File: src/rtl/dram_tmr_pkg.sv
package dram_tmr_pkg;

   localparam int CL_W = 4;

   typedef enum logic [1:0] {
      PDX_ACTIVE = 2'd0,
      PDX_ASLEEP = 2'd1,
      PDX_WAKING = 2'd2
   } pdx_state_e;

   function automatic logic cl_code_ok(input logic [2:0] code);
      return (code != 3'b000) && (code != 3'b111);
   endfunction

   function automatic logic [CL_W-1:0] cl_from_code(input logic [2:0] code);
      return CL_W'(code) + CL_W'(4);
   endfunction

endpackage

File: src/rtl/dram_tmr_mr_shadow.sv
module dram_tmr_mr_shadow
   import dram_tmr_pkg::*;
#(
   parameter int MR_W    = 16,
   parameter int CL_LSB  = 4,
   parameter int DLL_BIT = 12,
   parameter logic [MR_W-1:0] MR_RESET = 16'h0010
) (
   input  logic            clk,
   input  logic            rst_n,
   input  logic            wr_req,
   input  logic [MR_W-1:0] wr_word,
   input  logic            blocked,
   output logic [MR_W-1:0] word_q,
   output logic [CL_W-1:0] cl_clocks,
   output logic            dll_run,
   output logic            bad_code,
   output logic            wr_rej
);

   logic [2:0] new_code;
   logic       code_legal;

   assign new_code   = wr_word[CL_LSB +: 3];
   assign code_legal = cl_code_ok(new_code);

   always_ff @(posedge clk or negedge rst_n) begin
      if (!rst_n) begin
         word_q   <= MR_RESET;
         bad_code <= 1'b0;
         wr_rej   <= 1'b0;
      end else begin
         wr_rej <= 1'b0;
         if (wr_req) begin
            if (blocked) begin
               wr_rej <= 1'b1;
            end else if (!code_legal) begin
               bad_code <= 1'b1;
            end else begin
               word_q <= wr_word;
            end
         end
      end
   end

   assign cl_clocks = cl_from_code(word_q[CL_LSB +: 3]);
   assign dll_run   = word_q[DLL_BIT];

endmodule

File: src/rtl/dram_tmr_rd_pipe.sv
module dram_tmr_rd_pipe
   import dram_tmr_pkg::*;
#(
   parameter int CL_MAX      = 10,
   parameter int BURST_BEATS = 4
) (
   input  logic            clk,
   input  logic            rst_n,
   input  logic            accept,
   input  logic [CL_W-1:0] cl_clocks,
   output logic            rd_valid,
   output logic            spacing_ok,
   output logic            busy
);

   logic [CL_MAX-1:0] stage_q;
   logic [CL_MAX-1:0] tap_hit;
   logic              launch;

   always_ff @(posedge clk or negedge rst_n) begin
      if (!rst_n) stage_q <= '0;
      else        stage_q <= {stage_q[CL_MAX-2:0], accept};
   end

   // stage k holds a read accepted k+1 edges ago
   for (genvar k = 0; k < CL_MAX; k++) begin : g_tap
      assign tap_hit[k] = stage_q[k] & (cl_clocks == CL_W'(k + 1));
   end

   assign launch = |tap_hit;

   if (BURST_BEATS == 1) begin : g_single
      logic valid_q;
      always_ff @(posedge clk or negedge rst_n) begin
         if (!rst_n) valid_q <= 1'b0;
         else        valid_q <= launch;
      end
      assign rd_valid   = valid_q;
      assign spacing_ok = 1'b1;
   end else begin : g_count
      localparam int BW = $clog2(BURST_BEATS + 1);
      localparam int GW = $clog2(BURST_BEATS);
      logic [BW-1:0] beat_q;
      logic [GW-1:0] gap_q;
      always_ff @(posedge clk or negedge rst_n) begin
         if (!rst_n) begin
            beat_q <= '0;
            gap_q  <= '0;
         end else begin
            if (launch)              beat_q <= BW'(BURST_BEATS);
            else if (beat_q != '0)   beat_q <= beat_q - 1'b1;
            if (accept)              gap_q  <= GW'(BURST_BEATS - 1);
            else if (gap_q != '0)    gap_q  <= gap_q - 1'b1;
         end
      end
      assign rd_valid   = (beat_q != '0);
      assign spacing_ok = (gap_q == '0);
   end

   assign busy = (|stage_q) | rd_valid;

endmodule

File: src/rtl/dram_tmr_pdx_fsm.sv
module dram_tmr_pdx_fsm
   import dram_tmr_pkg::*;
#(
   parameter int TW = 8
) (
   input  logic          clk,
   input  logic          rst_n,
   input  logic          enter,
   input  logic          leave,
   input  logic          dll_run,
   input  logic [TW-1:0] t_fast,
   input  logic [TW-1:0] t_slow,
   output logic          ready,
   output logic          asleep
);

   pdx_state_e    state_q;
   logic [TW-1:0] wait_q;
   logic [TW-1:0] wait_sel;

   assign wait_sel = dll_run ? t_fast : t_slow;

   always_ff @(posedge clk or negedge rst_n) begin
      if (!rst_n) begin
         state_q <= PDX_ACTIVE;
         wait_q  <= '0;
      end else begin
         unique case (state_q)
            PDX_ACTIVE: if (enter) state_q <= PDX_ASLEEP;
            PDX_ASLEEP: if (leave) begin
               state_q <= PDX_WAKING;
               wait_q  <= wait_sel;
            end
            PDX_WAKING: begin
               if (wait_q <= TW'(1)) begin
                  state_q <= PDX_ACTIVE;
                  wait_q  <= '0;
               end else begin
                  wait_q <= wait_q - 1'b1;
               end
            end
            default: state_q <= PDX_ACTIVE;
         endcase
      end
   end

   assign ready  = (state_q == PDX_ACTIVE);
   assign asleep = (state_q == PDX_ASLEEP);

endmodule

File: src/rtl/dram_rdlat_pdx_timer.sv
module dram_rdlat_pdx_timer
   import dram_tmr_pkg::*;
#(
   parameter int MR_W        = 16,
   parameter int CL_LSB      = 4,
   parameter int DLL_BIT     = 12,
   parameter int CL_MAX      = 10,
   parameter int BURST_BEATS = 4,
   parameter int TW          = 8,
   parameter logic [MR_W-1:0] MR_RESET = 16'h0010
) (
   input  logic            clk,
   input  logic            rst_n,
   input  logic            mr_wr,
   input  logic [MR_W-1:0] mr_wdata,
   input  logic            rd_cmd,
   input  logic            pd_enter,
   input  logic            pd_exit,
   input  logic [TW-1:0]   txp_cycles,
   input  logic [TW-1:0]   txpdll_cycles,
   output logic            rd_valid,
   output logic            cmd_ready,
   output logic            in_pd,
   output logic [MR_W-1:0] mr_q,
   output logic            cfg_err,
   output logic            mr_reject,
   output logic            proto_viol
);

   if (MR_W <= DLL_BIT || MR_W < CL_LSB + 3) begin : g_bad_mr
      $error("mode word too narrow for its fields");
   end
   if (CL_MAX != 10) begin : g_bad_cl
      $error("pipeline depth must cover the largest latency of 10");
   end
   if (BURST_BEATS < 1 || BURST_BEATS > 8) begin : g_bad_bl
      $error("burst length in clocks out of range");
   end
   if (TW < 6) begin : g_bad_tw
      $error("exit delay inputs need at least 6 bits");
   end
   if (MR_RESET[CL_LSB +: 3] == 3'b000 || MR_RESET[CL_LSB +: 3] == 3'b111) begin : g_bad_rst
      $error("reset mode word carries an illegal latency code");
   end

   logic [CL_W-1:0] cl_clocks;
   logic            dll_run;
   logic            spacing_ok;
   logic            rd_busy;
   logic            rd_accept;
   logic            mr_blocked;
   logic            viol_q;

   assign rd_accept  = rd_cmd & cmd_ready & spacing_ok;
   assign mr_blocked = rd_busy | rd_accept | ~cmd_ready;

   dram_tmr_mr_shadow #(
      .MR_W     (MR_W),
      .CL_LSB   (CL_LSB),
      .DLL_BIT  (DLL_BIT),
      .MR_RESET (MR_RESET)
   ) u_shadow (
      .clk       (clk),
      .rst_n     (rst_n),
      .wr_req    (mr_wr),
      .wr_word   (mr_wdata),
      .blocked   (mr_blocked),
      .word_q    (mr_q),
      .cl_clocks (cl_clocks),
      .dll_run   (dll_run),
      .bad_code  (cfg_err),
      .wr_rej    (mr_reject)
   );

   dram_tmr_rd_pipe #(
      .CL_MAX      (CL_MAX),
      .BURST_BEATS (BURST_BEATS)
   ) u_pipe (
      .clk        (clk),
      .rst_n      (rst_n),
      .accept     (rd_accept),
      .cl_clocks  (cl_clocks),
      .rd_valid   (rd_valid),
      .spacing_ok (spacing_ok),
      .busy       (rd_busy)
   );

   dram_tmr_pdx_fsm #(
      .TW (TW)
   ) u_pdx (
      .clk     (clk),
      .rst_n   (rst_n),
      .enter   (pd_enter),
      .leave   (pd_exit),
      .dll_run (dll_run),
      .t_fast  (txp_cycles),
      .t_slow  (txpdll_cycles),
      .ready   (cmd_ready),
      .asleep  (in_pd)
   );

   always_ff @(posedge clk or negedge rst_n) begin
      if (!rst_n) viol_q <= 1'b0;
      else        viol_q <= rd_cmd & ~rd_accept;
   end

   assign proto_viol = viol_q;

endmodule

File: config.mk
export PLATFORM = sky130hd
export DESIGN_NAME = dram_rdlat_pdx_timer
export DESIGN_NICKNAME = d
export VERILOG_FILES = /design/src/rtl/dram_tmr_pkg.sv /design/src/rtl/dram_tmr_mr_shadow.sv /design/src/rtl/dram_tmr_rd_pipe.sv /design/src/rtl/dram_tmr_pdx_fsm.sv /design/src/rtl/dram_rdlat_pdx_timer.sv
export SDC_FILE = /design/constraint.sdc
export NUM_CORES = 1
export LEC_CHECK = 0
export ABC_AREA = 1
export BUFFER_PORTS_ARGS = -buffer_cell sky130_fd_sc_hd__clkbuf_2
export CORE_MARGIN = 5
export CORE_UTILIZATION = 48
export CTS_BUF_LIST = sky130_fd_sc_hd__clkbuf_16
export CTS_CLUSTER_SIZE = 30
export DETAILED_ROUTE_END_ITERATION = 10
export PLACE_DENSITY = 0.75
export SYNTH_ARGS = -nofsm -noshare
export SYNTH_HDL_FRONTEND = slang
export SYNTH_HIERARCHICAL = 1
export SYNTH_SLANG_ARGS = --single-unit
File: constraint.sdc
create_clock -name clk -period 5 [get_ports clk]
set_input_delay 0.5 -clock clk [delete_from_list [all_inputs] [get_ports clk]]
set_output_delay 0.5 -clock clk [all_outputs]
set_load 0.02 [all_outputs]
---- After elaboration in Yosys (flattened, before gate mapping) ----
Index checks and enable logic that the tools add are counted.
word-level totals
  register bits after elaboration ......... 44
  bits in latches ......................... 0
  RAM bits ................................ 0
  bits in read-only memories .............. 0
  input port bits ......................... 38
  output and inout port bits .............. 22
  logic and storage cells ................. 79
  memories kept ........................... 0
operators by class
  add/sub/neg operators ................... 4
  multiply operators ...................... 0
  div/mod/pow operators ................... 0
  $lt $le $gt $ge ......................... 1
  equality and inequality tests ........... 16
  shift-type cells ........................ 0
  mux-type cells .......................... 14
  bitwise logic cells ..................... 20
  reduce and logical (&&, ||, !) cells .... 15
operators by type and width
  cell                                                                              number
  8-bit two-way mux                                                                 3
  10-bit OR reduction                                                               2
  4-bit by 3-bit == test with 1-bit output, second input constant                   4
  8-bit one-hot mux with 2 select lines                                             1
  1-bit AND                                                                         13
  4-bit == test, second input constant                                              3
  2-bit two-way mux                                                                 5
  3-bit AND reduction                                                               3
  4-bit by 2-bit == test with 1-bit output, second input constant                   2
  8-bit by 1-bit less-or-equal comparator with 1-bit output, second input constant  1
  2-bit nonzero test                                                                4
  8-bit by 1-bit subtractor with 8-bit output, second input constant                1
  3-bit two-way mux                                                                 2
  2-bit one-hot mux with 3 select lines                                             1
  3-bit nonzero test                                                                2
  3-bit by 3-bit adder with 4-bit output, second input constant                     1
  4-bit by 1-bit == test with 1-bit output, second input constant                   1
  2-bit logical NOT                                                                 2
  2-bit inequality test, second input constant                                      2
  1-bit inverter                                                                    4
  3-bit inequality test, second input constant                                      1
  1-bit bitwise OR                                                                  3
  3-bit by 1-bit subtractor with 3-bit output, second input constant                1
  2-bit by 1-bit == test with 1-bit output, second input constant                   1
  other kinds (6)                                                                   7

---- Logic depth before layout (Yosys ltp) ----
Gate-level depths: netlist of the first run.
  word-level depth ........................ 7
  depth in mapped cells ................... 12
  gate-level depth less buffers ........... 11

---- Hierarchy ----
The synthesis of the first run kept the hierarchy.
by module, submodules not included
  module                instances  cells an instance  area each (um^2)  sequential area each (um^2)
  dram_tmr_mr_shadow    1          87                 792.0             451.7
  dram_tmr_pdx_fsm      1          116                790.8             250.2
  dram_tmr_rd_pipe      1          72                 668.1             375.4
  dram_rdlat_pdx_timer  1          7                  52.6              25.0

---- Worst setup path after synthesis of the first run ----
Ideal clock, no wire load.
  path kind ............................... flip-flop to flip-flop
  start point ............................. register u_pipe.g_count.beat_q[0]
  end point ............................... register u_shadow.word_q[10]
  library setup time ...................... 117 ps
  data arrival time ....................... 1784 ps
  required time ........................... 4883 ps
  slack ................................... 3099 ps
  stages on the path, launching flop included .. 13
  path buffers ............................ 1
  period minus slack after synthesis ...... 1901 ps
  path through ............................ dfrtp_1 -> inv_1 -> ha_1 -> nand2_1 -> nor3_1 -> nand3_1 -> nor2_1 -> nand2_1 -> nor2_4 -> nand2_4 -> buf_6 -> nand2_1 -> nand2_1
on the way
  cells in the longest elaborated chain, start to end .. 6
RTL lines
  item                                  line                        text
  start, declared                       dram_tmr_rd_pipe.sv:43      logic [BW-1:0] beat_q;
  start signal, assigned                dram_tmr_rd_pipe.sv:50      if (launch) beat_q <= BW'(BURST_BEATS);
  start signal, assigned                dram_tmr_rd_pipe.sv:51      else if (beat_q != '0) beat_q <= beat_q - 1'b1;
  3-bit nonzero test                    dram_tmr_rd_pipe.sv:56      assign rd_valid = (beat_q != '0);
  via rd_valid                          dram_rdlat_pdx_timer.sv:21  output logic rd_valid,
  1-bit bitwise OR                      dram_tmr_rd_pipe.sv:60      assign busy = (|stage_q) | rd_valid;
  via rd_busy                           dram_rdlat_pdx_timer.sv:49  logic rd_busy;
  1-bit bitwise OR (2 in series)        dram_rdlat_pdx_timer.sv:55  assign mr_blocked = rd_busy | rd_accept | ~cmd_ready;
  via mr_blocked                        dram_rdlat_pdx_timer.sv:51  logic mr_blocked;
  1-bit inverter (no source line)       -
  3-bit AND reduction (no source line)  -
  end signal, assigned                  dram_tmr_mr_shadow.sv:40    word_q <= wr_word;
  end, declared                         dram_tmr_mr_shadow.sv:14    output logic [MR_W-1:0] word_q,
The timed path passes the listed nets, and every way through them passes these cells.
A chain may end at the register's enable or synchronous reset.

---- Worst setup path in the final report of the first run ----
  start point ............................. register u_pipe.g_count.beat_q[0]
  end point ............................... register u_shadow.word_q[6]
on the way
  cells in the longest elaborated chain, start to end .. 6
RTL lines
  item                                  line
  3-bit nonzero test                    dram_tmr_rd_pipe.sv:56
  1-bit bitwise OR                      dram_tmr_rd_pipe.sv:60
  via rd_busy                           dram_rdlat_pdx_timer.sv:49
  1-bit bitwise OR (2 in series)        dram_rdlat_pdx_timer.sv:55
  via mr_blocked                        dram_rdlat_pdx_timer.sv:51
  1-bit inverter (no source line)       -
  3-bit AND reduction (no source line)  -
The timed path passes the listed nets, and every way through them passes these cells.

==> metrics.log, run 1 <==
[metrics] area of all placed cells without fillers: 2770 um2
[metrics] most common cell after layout, fill and taps aside: nand2_1
[metrics] minimum period implied by the final worst setup slack: 2.08 ns
[metrics] Worst Setup Slack, final: 2.92 ns
[metrics] area added between synthesis and finish: 20.0%
[metrics] hold bufs inserted after CTS: 0
[metrics] status: finished, final reports clean
[metrics] area fraction of the dominant cell type after synthesis: 46.7%
[metrics] cells taking the most area after synthesis: dfrtp_1 47%, nand2_1 14%, nand3_1 7.2%
[metrics] post-synthesis sequential element count: 44
[metrics] count of nets after finishing: 382
[metrics] layout cell share with drive strength beyond 1: 26.5%
[metrics] PnR Total Power: 1.72 mW
[metrics] largest fanout on the critical path: 18
[metrics] mean instance size in the synthesized netlist: 8.17 um2
[metrics] cell repeated most along the worst path: nand2_1
[metrics] number of max-slew violations in the final report: 0
[metrics] overall global routing resource usage: 17.3%
[metrics] I/O pin total: 60
[metrics] transition time of the tightest slew-check pin: 1.07 ns
[metrics] number of global-route vias before repair: 2005
[metrics] remaining antenna violation count: 0
[metrics] cell count after synthesis: 282
[metrics] number of inserted diodes: 0
[metrics] reg-to-reg critical path endpoint: u_shadow/word_q[6]
[metrics] Area after DPL: 2590 um2
[metrics] Yosys top cell by area: dfrtp_1
[metrics] maximum number of pins on one net before global-route repair: 45
[metrics] number of input and output port buffers inserted: 59
[metrics] count of distinct cell types in the synthesized netlist: 31
[metrics] area of the die: 6280 um2
[metrics] fin crit share: 41.7%
[metrics] leakage: 1.54 nW
[metrics] CTS sink count: 44
[metrics] Max-Cap Viols: 0
[metrics] Synth Warn #: 6
[metrics] effective utilization at floorplan: 49.1%
[metrics] wire length of the first global-routing pass: 8500 um
[metrics] Fmax: 480 MHz
[metrics] Root Driver: clkbuf_16
[metrics] sort of element at the end of the critical path: flip-flop
[metrics] clock slew at reported path FFs: 0.06 ns
[metrics] pwr dens: 622 nW/um2
[metrics] via count: 1919
[metrics] last weighted congestion value of the routability-driven placer: 0.798
[metrics] setup repair after global routing missed its margin: no
[metrics] total number of H-tree levels: 2
[metrics] total CTS buffers: 5
[metrics] Remaining DRCs: 0
[metrics] die span in y: 79.3 um
[metrics] cells resized by post-CTS repair: 0
[metrics] slowest stage delay, CP: 0.38 ns
[metrics] Congestion Overflow GR: 0
[metrics] half-perimeter wire length after detailed placement: 3620 um
[metrics] area of the core: 4690 um2
[metrics] Total Routed Length: 4780 um
[metrics] slowest cell on the critical path: nor2_4
[metrics] final clock skew: 0.00489 ns
[metrics] CTS tree: yes
[metrics] startpoint kind of the worst setup timing path: flip-flop
[metrics] combined area of all synthesized cells: 2300 um2
[metrics] Hold WC Path Type: primary input to asynchronous set/reset pin
[metrics] fillcell total: 418
[metrics] Pre-antenna DRT Iters: 4
[metrics] ratio of routed vias to standard cells: 4.87
[metrics] sequential element share of the synthesized area: 47.9%
[metrics] die width: 79.3 um
[metrics] worst slew margin relative to its limit: 28.7%
[metrics] initial antenna violation count: 0
[metrics] buffers from clock root to sink, at most: 2
[metrics] Arrival @ worst endpoint: 2.26 ns
[metrics] number of hold violations in the final report: 0
[metrics] Final setup violation count: 0
[metrics] insertion delay to the later sink of the worst-skew pair: 0.29 ns
[metrics] reg2reg path depth: 11
[metrics] critical path data required time: 5.18 ns
[metrics] dpl ws: 2.91 ns
[metrics] Mapped Nets: 325
[metrics] commonest cells after routing, fill and taps aside: 86 x nand2_1, 59 x clkbuf_2, 43 x dfrtp_1
[metrics] category of cells accounting for the largest share of critical-path delay: simple AND/OR/NAND/NOR gates
[metrics] Worst Path Buf+Inv: 1
[metrics] first-iteration detailed-routing DRC count: 33
[metrics] detailed-route wire length per cell: 12.1 um
[metrics] Crit Path Class: flip-flop to flip-flop
[metrics] worst path cell trace: inv_1 > ha_1 > nand2_1 > nor3_1 > nand3_1 > nor2_1 > nand2_1 > nor2_4 > nand2_4 > nand2_1 > nand2_1
[metrics] critical register-to-register path startpoint: u_pipe/g_count.beat_q[0]
[metrics] number of rows in the core area: 25
[metrics] total negative slack for setup checks: 0 ns
[metrics] setup repair bufs after CTS: 0
[metrics] flop-to-flop setup slack: 2.92 ns
[metrics] largest vdd supply drop: 298 uV
==> layer usage <==
metal	track usage (%)	wire length, um	vias up
met4	6.53	59	0
met3	4.31	167	5
met1	18.8	2050	876
met2	32.0	2500	34
met5	0	0	-
li1	-	-	1004
==> sequential cells by signal (all words and copies together), names as in the netlist <==
register,flops
proto_viol,1
u_pdx/state_q,2
u_pdx/wait_q,8
u_pipe/g_count.beat_q,3
u_pipe/g_count.gap_q,2
u_pipe/stage_q,10
u_shadow/bad_code,1
u_shadow/word_q,16
u_shadow/wr_rej,1
==> how the worst max path moves through the flow <==
stage	start	to	slack [ns]	cells after the start
final	u_pipe/g_count.beat_q[0]	u_shadow/word_q[6]	2.92	11
after global routing	u_pipe/g_count.beat_q[0]	u_shadow/word_q[6]	2.70	11
after CTS	u_pipe/g_count.beat_q[0]	u_shadow/word_q[6]	2.90	11
after detailed placement	u_pipe/g_count.beat_q[0]	u_shadow/word_q[6]	2.91	11
after global placement	u_pipe/g_count.beat_q[0]	u_shadow/word_q[9]	2.99	11
after floorplan	u_pipe/g_count.beat_q[0]	u_shadow/word_q[10]	3.10	12
==> synth_stat cells <==
library cell	number
clkinv_1	1
nand2_1	86
nand4_1	3
buf_2	1
dfstp_2	1
inv_2	3
o21ai_0	5
nand2_4	3
buf_6	2
buf_4	6
ha_1	5
nand3_2	1
o31ai_1	1
nor2_1	19
nand2_2	3
dfrtp_1	43
nand3_1	33
mux2i_1	1
o21ai_1	8
nor2_4	2
a22oi_2	3
inv_4	1
o21ai_2	1
nor3_1	1
nand2_8	1
a21oi_1	7
a21boi_0	1
nor2_2	4
nor4_1	2
inv_1	30
xor2_1	4
==> where the power goes <==
part	switching (mW)	internal (mW)	total [mW]	leakage (nW)
logic	0.459	0.260	0.719	0.915
clock network	0.140	0.237	0.377	0.0804
registers	0.122	0.502	0.623	0.548
==> area by class of cell <==
class	count	area, um2	share of cell area, %
flip-flops and latches	44	1100	39.9
multi-input cells	194	995	36.0
repair buffers	59	295	10.7
inverters	35	134	4.84
clock buffers	5	125	4.52
well taps	54	67.6	2.44
clock inverters	3	46.3	1.67
==> cells by family after synthesis <==
group,count (synthesis),synth area share (%)
compound gates,26,7.01
xor+xnor,4,1.52
fa+ha+maj,5,2.72
buf+inv,44,8.96
flops,44,47.9
mux,1,0.435
simple gates,158,31.5
==> metrics by stage <==
| stage | instances | hold slack, ns | util, % |
|---|---|---|---|
| global route | 394 | 0.417 | 58.9 |
| detailed placement | 386 | 0.393 | 55.3 |
| global placement | 386 | 0.390 | 55.3 |
| floorplan | 282 | 0.204 | - |
| finish | 394 | 0.392 | 58.9 |
| CTS | 394 | 0.413 | 58.9 |
Note: power is estimated with default switching activity, not from simulation.
==> run 2: changes to the inputs <==
ABC_AREA = 0   (was 1)
PLACE_DENSITY = 0.76   (was 0.75)
clock period = 1.9 ns   (was 5 ns; I/O delays follow)
==> run 2 against run 1 <==
The flow now finishes with violations (negative setup slack). Largest power group unchanged. Maximum frequency increased by 2.8%. Via count grew 24%. Synthesized cell count is 13% lower. Largest cell class is now multi-input gates. Register-to-register slack worse by 3.0 ns. Combinational power rose to 3.1 times the previous value. Sequential power rose to 2.6 times the previous value. Synthesized area up 10%. Core utilization rose by 7.2 points. Critical path depth decreased by 2.
==> metrics.log, run 2 <==
[metrics] Worst Setup Slack, final: -0.129 ns (was 2.92 ns)
[metrics] I/O pin total: 60 (unchanged)
[metrics] Mapped Nets: 289 (was 325)
[metrics] proportion of synthesized flip-flops having asynchronous set or reset: 100% (unchanged)
[metrics] post-synthesis sequential element count: 44 (unchanged)
[metrics] xor and xnor fraction of the mapped netlist area: 0.689% (was 1.52%)
[metrics] area of all placed cells without fillers: 3400 um2 (was 2770 um2)
[metrics] Fmax: 493 MHz (was 480 MHz)
[metrics] total CTS buffers: 5 (unchanged)
[metrics] effective utilization at floorplan: 49.5% (was 49.1%)
[metrics] area of the core: 5140 um2 (was 4690 um2)
[metrics] minimum period implied by the final worst setup slack: 2.03 ns (was 2.08 ns)
[metrics] ratio of routed vias to standard cells: 5.89 (was 4.87)
[metrics] cell count after synthesis: 246 (was 282)
[metrics] Hold WC Path Type: primary input to flip-flop (was primary input to asynchronous set/reset pin)
[metrics] cells taking the most area after synthesis: dfrtp_1 42%, o21ai_0 4.5%, and3b_1 4.5% (was dfrtp_1 47%, nand2_1 14%, nand3_1 7.2%)
[metrics] worst slew margin relative to its limit: 58.7% (was 28.7%)
[metrics] CTS sink count: 44 (unchanged)
[metrics] number of inserted diodes: 0 (unchanged)
[metrics] simple-gate portion of the synthesized area: 21.2% (was 31.5%)
[metrics] pwr dens: 1380 nW/um2 (was 622 nW/um2)
[metrics] first-iteration detailed-routing DRC count: 155 (was 33)
[metrics] top-count cell post-synth: dfrtp_1 (was nand2_1)
[metrics] Root Driver: clkbuf_16 (unchanged)
[metrics] startpoint kind of the worst setup timing path: flip-flop (unchanged)
[metrics] combined area of all synthesized cells: 2540 um2 (was 2300 um2)
[metrics] insertion delay to the later sink of the worst-skew pair: 0.28 ns (was 0.29 ns)
[metrics] most common flop cell mapped by yosys: dfrtp_1 (unchanged)
[metrics] fin crit share: 107% (was 41.7%)
[metrics] Area after DPL: 3100 um2 (was 2590 um2)
[metrics] leakage: 1.60 nW (was 1.54 nW)
[metrics] Final setup violation count: 16 (was 0)
[metrics] PnR Total Power: 4.68 mW (was 1.72 mW)
[metrics] Arrival @ worst endpoint: 2.20 ns (was 2.26 ns)
[metrics] overall global routing resource usage: 21.6% (was 17.3%)
[metrics] number of rows in the core area: 26 (was 25)
[metrics] failing checks: negative setup slack
[metrics] critical path data required time: 2.07 ns (was 5.18 ns)
[metrics] transition time of the tightest slew-check pin: 0.619 ns (was 1.07 ns)
[metrics] number of input and output port buffers inserted: 59 (unchanged)
[metrics] remaining antenna violation count: 0 (unchanged)
[metrics] largest fanout on the critical path: 7 (was 18)
[metrics] number of flip-flops in the largest register: 16 (unchanged)
[metrics] buffers from clock root to sink, at most: 2 (unchanged)
[metrics] Post-synth EDFFs: 0 (unchanged)
[metrics] commonest cells after routing, fill and taps aside: 59 x clkbuf_2, 43 x dfrtp_1, 32 x buf_4 (was 86 x nand2_1, 59 x clkbuf_2, 43 x dfrtp_1)
[metrics] adder-cell share of the synthesized area: 2.46% (was 2.72%)
[metrics] status: complete, but fails checks (was finished, final reports clean)
[metrics] final clock skew: 0.00380 ns (was 0.00489 ns)
[metrics] CTS tree: yes (unchanged)
[metrics] most numerous cell types in the synthesized netlist: 43 x dfrtp_1, 23 x o21ai_0, 15 x nor2_1, 13 x and3b_1, 13 x nor4b_1 (was 86 x nand2_1, 43 x dfrtp_1, 33 x nand3_1, 30 x inv_1, 19 x nor2_1)
[metrics] Crit Path Class: flip-flop to flip-flop (unchanged)
[metrics] detailed-route wire length per cell: 17.2 um (was 12.1 um)
[metrics] worst hold margin: 0.193 ns (was 0.392 ns)
[metrics] number of global-route vias before repair: 2403 (was 2005)
[metrics] area fraction of the dominant cell type after synthesis: 42.3% (was 46.7%)
[metrics] fillcell total: 402 (was 418)
[metrics] Post-Place Cells: 389 (was 386)
[metrics] layout cell share with drive strength beyond 1: 40.4% (was 26.5%)
[metrics] multiplexer share of the synthesized area: 5.36% (was 0.435%)
[metrics] dominant combinational cell family by area after synthesis: simple AND/OR/NAND/NOR gates (unchanged)
[metrics] count of nets after finishing: 376 (was 382)
[metrics] wire length of the first global-routing pass: 11400 um (was 8500 um)
[metrics] die width: 82.8 um (was 79.3 um)
[metrics] number of hold violations in the final report: 0 (unchanged)
[metrics] total number of H-tree levels: 2 (unchanged)
[metrics] area of the die: 6860 um2 (was 6280 um2)
[metrics] half-perimeter wire length after detailed placement: 4730 um (was 3620 um)
[metrics] count of distinct cell types in the synthesized netlist: 51 (was 31)
[metrics] largest vdd supply drop: 696 uV (was 298 uV)
[metrics] Remaining DRCs: 0 (unchanged)
[metrics] area added between synthesis and finish: 33.7% (was 20.0%)
[metrics] die span in y: 82.8 um (was 79.3 um)
[metrics] Max-Cap Viols: 0 (unchanged)
[metrics] Yosys top cell by area: dfrtp_1 (unchanged)
[metrics] initial antenna violation count: 0 (unchanged)
[metrics] sort of element at the end of the critical path: flip-flop (unchanged)
[metrics] area of combinational cells with multiple inputs: 1430 um2 (was 995 um2)
[metrics] clock slew at reported path FFs: 0.06 ns (about the same)
[metrics] Pre-antenna DRT Iters: 4 (unchanged)
[metrics] dpl ws: -0.239 ns (was 2.91 ns)
[metrics] Synth Warn #: 6 (unchanged)
[metrics] most common cell after layout, fill and taps aside: clkbuf_2 (was nand2_1)
[metrics] setup repair after global routing missed its margin: yes (was no)
[metrics] Register Area: 1100 um2 (unchanged)
[metrics] mean instance size in the synthesized netlist: 10.3 um2 (was 8.17 um2)
[metrics] Congestion Overflow GR: 0 (unchanged)
[metrics] Total Routed Length: 6970 um (was 4780 um)
[metrics] maximum number of pins on one net before global-route repair: 24 (was 45)
[metrics] area fraction in compound gates after synthesis: 21.2% (was 7.01%)
[metrics] sequential element share of the synthesized area: 43.3% (was 47.9%)
[metrics] number of max-slew violations in the final report: 0 (unchanged)
[metrics] final standard cell count with taps included and fillers excluded: 404 (was 394)
[metrics] register bank with the most flops: u_shadow/word_q (unchanged)
[metrics] largest registers: u_shadow/word_q (16), u_pipe/stage_q (10), u_pdx/wait_q (8) (unchanged)
[metrics] last weighted congestion value of the routability-driven placer: 0.781 (was 0.798)
[metrics] via count: 2380 (was 1919)
-- run 2: cells by family after synthesis --
family,after synthesis
adder cells (fa/ha/maj),5
AO/OA/AOI/OAI,69
AND/OR/NAND/NOR,84
multiplexers,13
buffers and inverters,29
XOR/XNOR,2
flip-flops,44
-- run 2: per-stage QoR --
stage / TNS, ns / util [%]
global placement: -1.45 / 60.2
CTS: -1.32 / 64.4
finish: -1.50 / 66.2
floorplan: -2.10 / -
global route: -3.23 / 66.2
detailed placement: -2.92 / 60.2
-- run 2: final timing paths --
kind                                          start             endpoint  slack [ns]  depth (start not counted)
max in group asynchronous                     rst_n     u_pdx/state_q[1]        0.92                          3
min reg2reg                       u_pipe/stage_q[6]    u_pipe/stage_q[7]        0.41                          0
min                                          rd_cmd           proto_viol        0.19                          2
max reg2reg                u_pipe/g_count.beat_q[1]  u_shadow/word_q[13]       -0.13                          9
min in group asynchronous                     rst_n   u_shadow/word_q[5]        0.45                          2
max                        u_pipe/g_count.beat_q[1]  u_shadow/word_q[13]       -0.13                          9
-- run 2: critical path: stages, from the launching register on --
cell	delay (ns)
dfrtp_1	0.38
inv_2	0.08
ha_4	0.15
nand2b_4	0.06
nor3_4	0.10
nand3_1	0.10
nand3b_1	0.24
nand2b_4	0.20
a211o_4	0.33
o221a_2	0.28
-- run 2: repair_timing --
item | in CTS | in global routing
pin swaps | 0 | 7
gates resized for setup | 8 | 16
hold buffers | 1 | 0
endpoints found under the hold margin | 21 | 0
buffers inserted | 2 | 2
endpoints found under the setup margin | 16 | 20
gates cloned | 2 | 0
-- run 2: report_power, final --
part | internal (mW) | switching (mW)
sequential | 1.28 | 0.329
combinational | 1.11 | 1.14
clock | 0.473 | 0.339
-- run 2: area by class of cell --
| type | instances | area share [%] |
|---|---|---|
| Timing Repair Buffer | 96 | 17.6 |
| Tap cell | 70 | 2.58 |
| Multi-Input combinational cell | 174 | 42.1 |
| Inverter | 12 | 1.32 |
| Sequential cell | 44 | 32.4 |
| Clock buffer | 5 | 3.68 |
| Clock inverter | 3 | 0.331 |
-- run 2: metal layers --
metal / vias up / track usage [%] / share of wire, %
met5: - / 0 / 0
met4: 0 / 9.15 / 2.4
met3: 17 / 4.75 / 6.8
met2: 83 / 35.3 / 48
met1: 1170 / 27.7 / 43
li1: 1110 / - / -
==> run 3: changes to the inputs <==
ABC_CLOCK_PERIOD_IN_PS = 1900   (was not set)
PLACE_DENSITY = 0.79   (was 0.76)
==> run 3 against run 2 <==
The run ends with negative hold slack, negative setup slack left. Sequential cell count did not move. Largest power group unchanged. Routed wire length fell by 4.0%. Largest cell class unchanged. Global-route usage fell by 0.10 points. Highest routed layer unchanged. Sequential share of layout area rose by 0.26 points. Via count rose by 0.76%.
==> metrics.log, run 3 (synthesis results as in run 2) <==
[metrics] insertion delay to the later sink of the worst-skew pair: 0.29 ns (was 0.28 ns)
[metrics] GR Layer Usage met1: 29.5% (was 27.7%)
[metrics] Worst Setup Slack, final: -0.0648 ns (was -0.129 ns)
[metrics] PnR Total Power: 4.64 mW (was 4.68 mW)
[metrics] CTS sink count: 44 (unchanged)
[metrics] Max-Cap Viols: 0 (unchanged)
[metrics] critical register-to-register path startpoint: u_pipe/g_count.beat_q[1] (unchanged)
[metrics] I/O pin total: 60 (unchanged)
[metrics] number of inserted diodes: 0 (unchanged)
[metrics] fin crit share: 103% (was 107%)
[metrics] total number of H-tree levels: 2 (unchanged)
[metrics] pwr dens: 1370 nW/um2 (was 1380 nW/um2)
[metrics] layout cell share with drive strength beyond 1: 42.6% (was 40.4%)
[metrics] number of max-slew violations in the final report: 0 (unchanged)
[metrics] worst hold margin: -0.0329 ns (was 0.193 ns)
[metrics] busiest metal layer after global routing: met2 (unchanged)
[metrics] via count: 2398 (was 2380)
[metrics] die width: 82.8 um (unchanged)
[metrics] leakage: 1.59 nW (was 1.60 nW)
[metrics] CTS tree: yes (unchanged)
[metrics] largest vdd supply drop: 769 uV (was 696 uV)
[metrics] overall global routing resource usage: 21.5% (was 21.6%)
[metrics] area added between synthesis and finish: 32.6% (was 33.7%)
[metrics] worst slew margin relative to its limit: 63.2% (was 58.7%)
[metrics] area of the die: 6860 um2 (unchanged)
[metrics] Total Routed Length: 6690 um (was 6970 um)
[metrics] last weighted congestion value of the routability-driven placer: 0.836 (was 0.781)
[metrics] Remaining DRCs: 0 (unchanged)
[metrics] reg2reg path depth: 10 (was 9)
[metrics] remaining antenna violation count: 0 (unchanged)
[metrics] setup repair after global routing missed its margin: yes (unchanged)
[metrics] failing checks: negative hold slack, negative setup slack (was negative setup slack)
[metrics] number of rows in the core area: 26 (unchanged)
[metrics] Crit Path Class: flip-flop to flip-flop (unchanged)
[metrics] largest registers: u_shadow/word_q (16), u_pipe/stage_q (10), u_pdx/wait_q (8) (unchanged)
[metrics] startpoint kind of the worst setup timing path: flip-flop (unchanged)
[metrics] Global Route met3 Usage: 4.54% (was 4.75%)
[metrics] count of nets after finishing: 373 (was 376)
[metrics] die span in y: 82.8 um (unchanged)
[metrics] initial antenna violation count: 0 (unchanged)
[metrics] number of input and output port buffers inserted: 59 (unchanged)
[metrics] Root Driver: clkbuf_16 (unchanged)
[metrics] total CTS buffers: 5 (unchanged)
[metrics] effective utilization at floorplan: 49.5% (unchanged)
[metrics] category of cells accounting for the largest share of critical-path delay: simple AND/OR/NAND/NOR gates (unchanged)
[metrics] first-iteration detailed-routing DRC count: 165 (was 155)
[metrics] Fmax: 509 MHz (was 493 MHz)
[metrics] Hold WC Path Type: primary input to asynchronous set/reset pin (was primary input to flip-flop)
[metrics] detailed-route wire length per cell: 16.7 um (was 17.2 um)
[metrics] half-perimeter wire length after detailed placement: 4580 um (was 4730 um)
[metrics] Arrival @ worst endpoint: 2.13 ns (was 2.20 ns)
[metrics] minimum period implied by the final worst setup slack: 1.96 ns (was 2.03 ns)
[metrics] commonest cells after routing, fill and taps aside: 59 x clkbuf_2, 43 x dfrtp_1, 31 x buf_4 (was 59 x clkbuf_2, 43 x dfrtp_1, 32 x buf_4)
[metrics] hold bufs inserted after CTS: 0 (was 1)
[metrics] largest fanout on the critical path: 16 (was 7)
[metrics] fillcell total: 425 (was 402)
[metrics] number of global-route vias before repair: 2347 (was 2403)
[metrics] maximum number of pins on one net before global-route repair: 45 (was 24)
[metrics] transition time of the tightest slew-check pin: 0.553 ns (was 0.619 ns)
[metrics] sort of element at the end of the critical path: flip-flop (unchanged)
[metrics] number of hold violations in the final report: 43 (was 0)
[metrics] reg-to-reg critical path endpoint: u_shadow/word_q[2] (was u_shadow/word_q[13])
[metrics] most common cell after layout, fill and taps aside: clkbuf_2 (unchanged)
[metrics] buffers from clock root to sink, at most: 2 (unchanged)
[metrics] slowest cell on the critical path: dfrtp_1 (unchanged)
[metrics] critical path data required time: 2.07 ns (about the same)
[metrics] final clock skew: 0.00878 ns (was 0.00380 ns)
[metrics] Pre-antenna DRT Iters: 4 (unchanged)
[metrics] flop-to-flop setup slack: -0.06 ns (was -0.13 ns)
[metrics] wire length of the first global-routing pass: 11300 um (was 11400 um)
[metrics] status: complete, but fails checks (unchanged)
[metrics] met2 Use GR: 33.7% (was 35.3%)
[metrics] final core utilization: 65.6% (was 66.2%)
[metrics] Final setup violation count: 14 (was 16)
[metrics] ratio of routed vias to standard cells: 5.98 (was 5.89)
[metrics] clock slew at reported path FFs: 0.07 ns (was 0.06 ns)
[metrics] register bank with the most flops: u_shadow/word_q (unchanged)
[metrics] Worst Path Buf+Inv: 2 (was 1)
[metrics] Congestion Overflow GR: 0 (unchanged)
[metrics] worst path cell trace: inv_2 > ha_4 > nand2b_4 > nor3_2 > nand3_1 > nand3b_1 > buf_6 > nor4b_1 > o21ai_0 > o221a_1 (was inv_2 > ha_4 > nand2b_4 > nor3_4 > nand3_1 > nand3b_1 > nand2b_4 > a211o_4 > o221a_2)
[metrics] number of flip-flops in the largest register: 16 (unchanged)
[metrics] area of the core: 5140 um2 (unchanged)
[metrics] slowest stage delay, CP: 0.39 ns (was 0.38 ns)
## run 3: changes by cell type in the layout (fill, tap and decap cells not counted), sizes merged
cell	previous run	this run
dlygate4sd3	1	0
buf	36	34
clkinv	1	3
inv	14	12
## run 3: how the worst max path moves through the flow
stage                          end  slack, ns  cells after the start                startpoint
2_1_floorplan  u_shadow/word_q[10]      -0.19                     11  u_pipe/g_count.beat_q[0]
3_3_place_gp    u_shadow/word_q[0]      -0.14                      9  u_pipe/g_count.beat_q[1]
3_5_place_dp   u_shadow/word_q[13]      -0.17                      9  u_pipe/g_count.beat_q[1]
4_1_cts        u_shadow/word_q[15]      -0.07                     10  u_pipe/g_count.beat_q[1]
5_1_grt        u_shadow/word_q[13]      -0.19                      9  u_pipe/g_count.beat_q[1]
6_report        u_shadow/word_q[2]      -0.06                     10  u_pipe/g_count.beat_q[1]
## run 3: repair_timing
action                                  CTS  global route
endpoints found under the setup margin   14            20
pin swaps                                 1             4
cloned                                    2             0
setup buffers                             0             1
resized for setup                        10            16
## run 3: power by group
group | leakage [nW] | switching [mW] | total [mW] | internal (mW)
Combinational | 0.954 | 1.15 | 2.20 | 1.06
Clock | 0.0736 | 0.365 | 0.849 | 0.485
Sequential | 0.564 | 0.300 | 1.58 | 1.28
Total | 1.59 | 1.81 | 4.64 | 2.83
## run 3: area by class of cell
cell class,instances,area (um2),share of cell area (%)
well taps,70,87.6,2.60
clock inverters,3,18.8,0.556
inverters,12,45.0,1.34
multi-input cells,174,1430,42.5
repair buffers,93,562,16.7
flip-flops and latches,44,1100,32.7
clock buffers,5,125,3.71
## run 3: worst reg2reg max path: cells and delay by family (launching register included)
family / cells / cell delay [ns]
flip-flops: 1 / 0.39
AND/OR/NAND/NOR: 5 / 0.77
AO/OA/AOI/OAI: 2 / 0.26
buffers and inverters: 2 / 0.28
adder cells (fa/ha/maj): 1 / 0.15
## run 3: per-layer routing
layer | vias up | share of wire (%)
met5 | - | 0
met4 | 0 | 1.8
met3 | 17 | 7.7
met2 | 121 | 47
met1 | 1156 | 43
li1 | 1104 | -
## run 3: through the flow
stage               TNS, ns  std cells  setup WS, ns  cell area [um2]
finish               -0.534        401       -0.0648             3370
global route          -2.49        401        -0.187             3370
CTS                  -0.452        400       -0.0671             3300
detailed placement    -2.03        390        -0.174             3090
global placement      -1.52        390        -0.138             3090
floorplan             -2.10        246        -0.185             2570
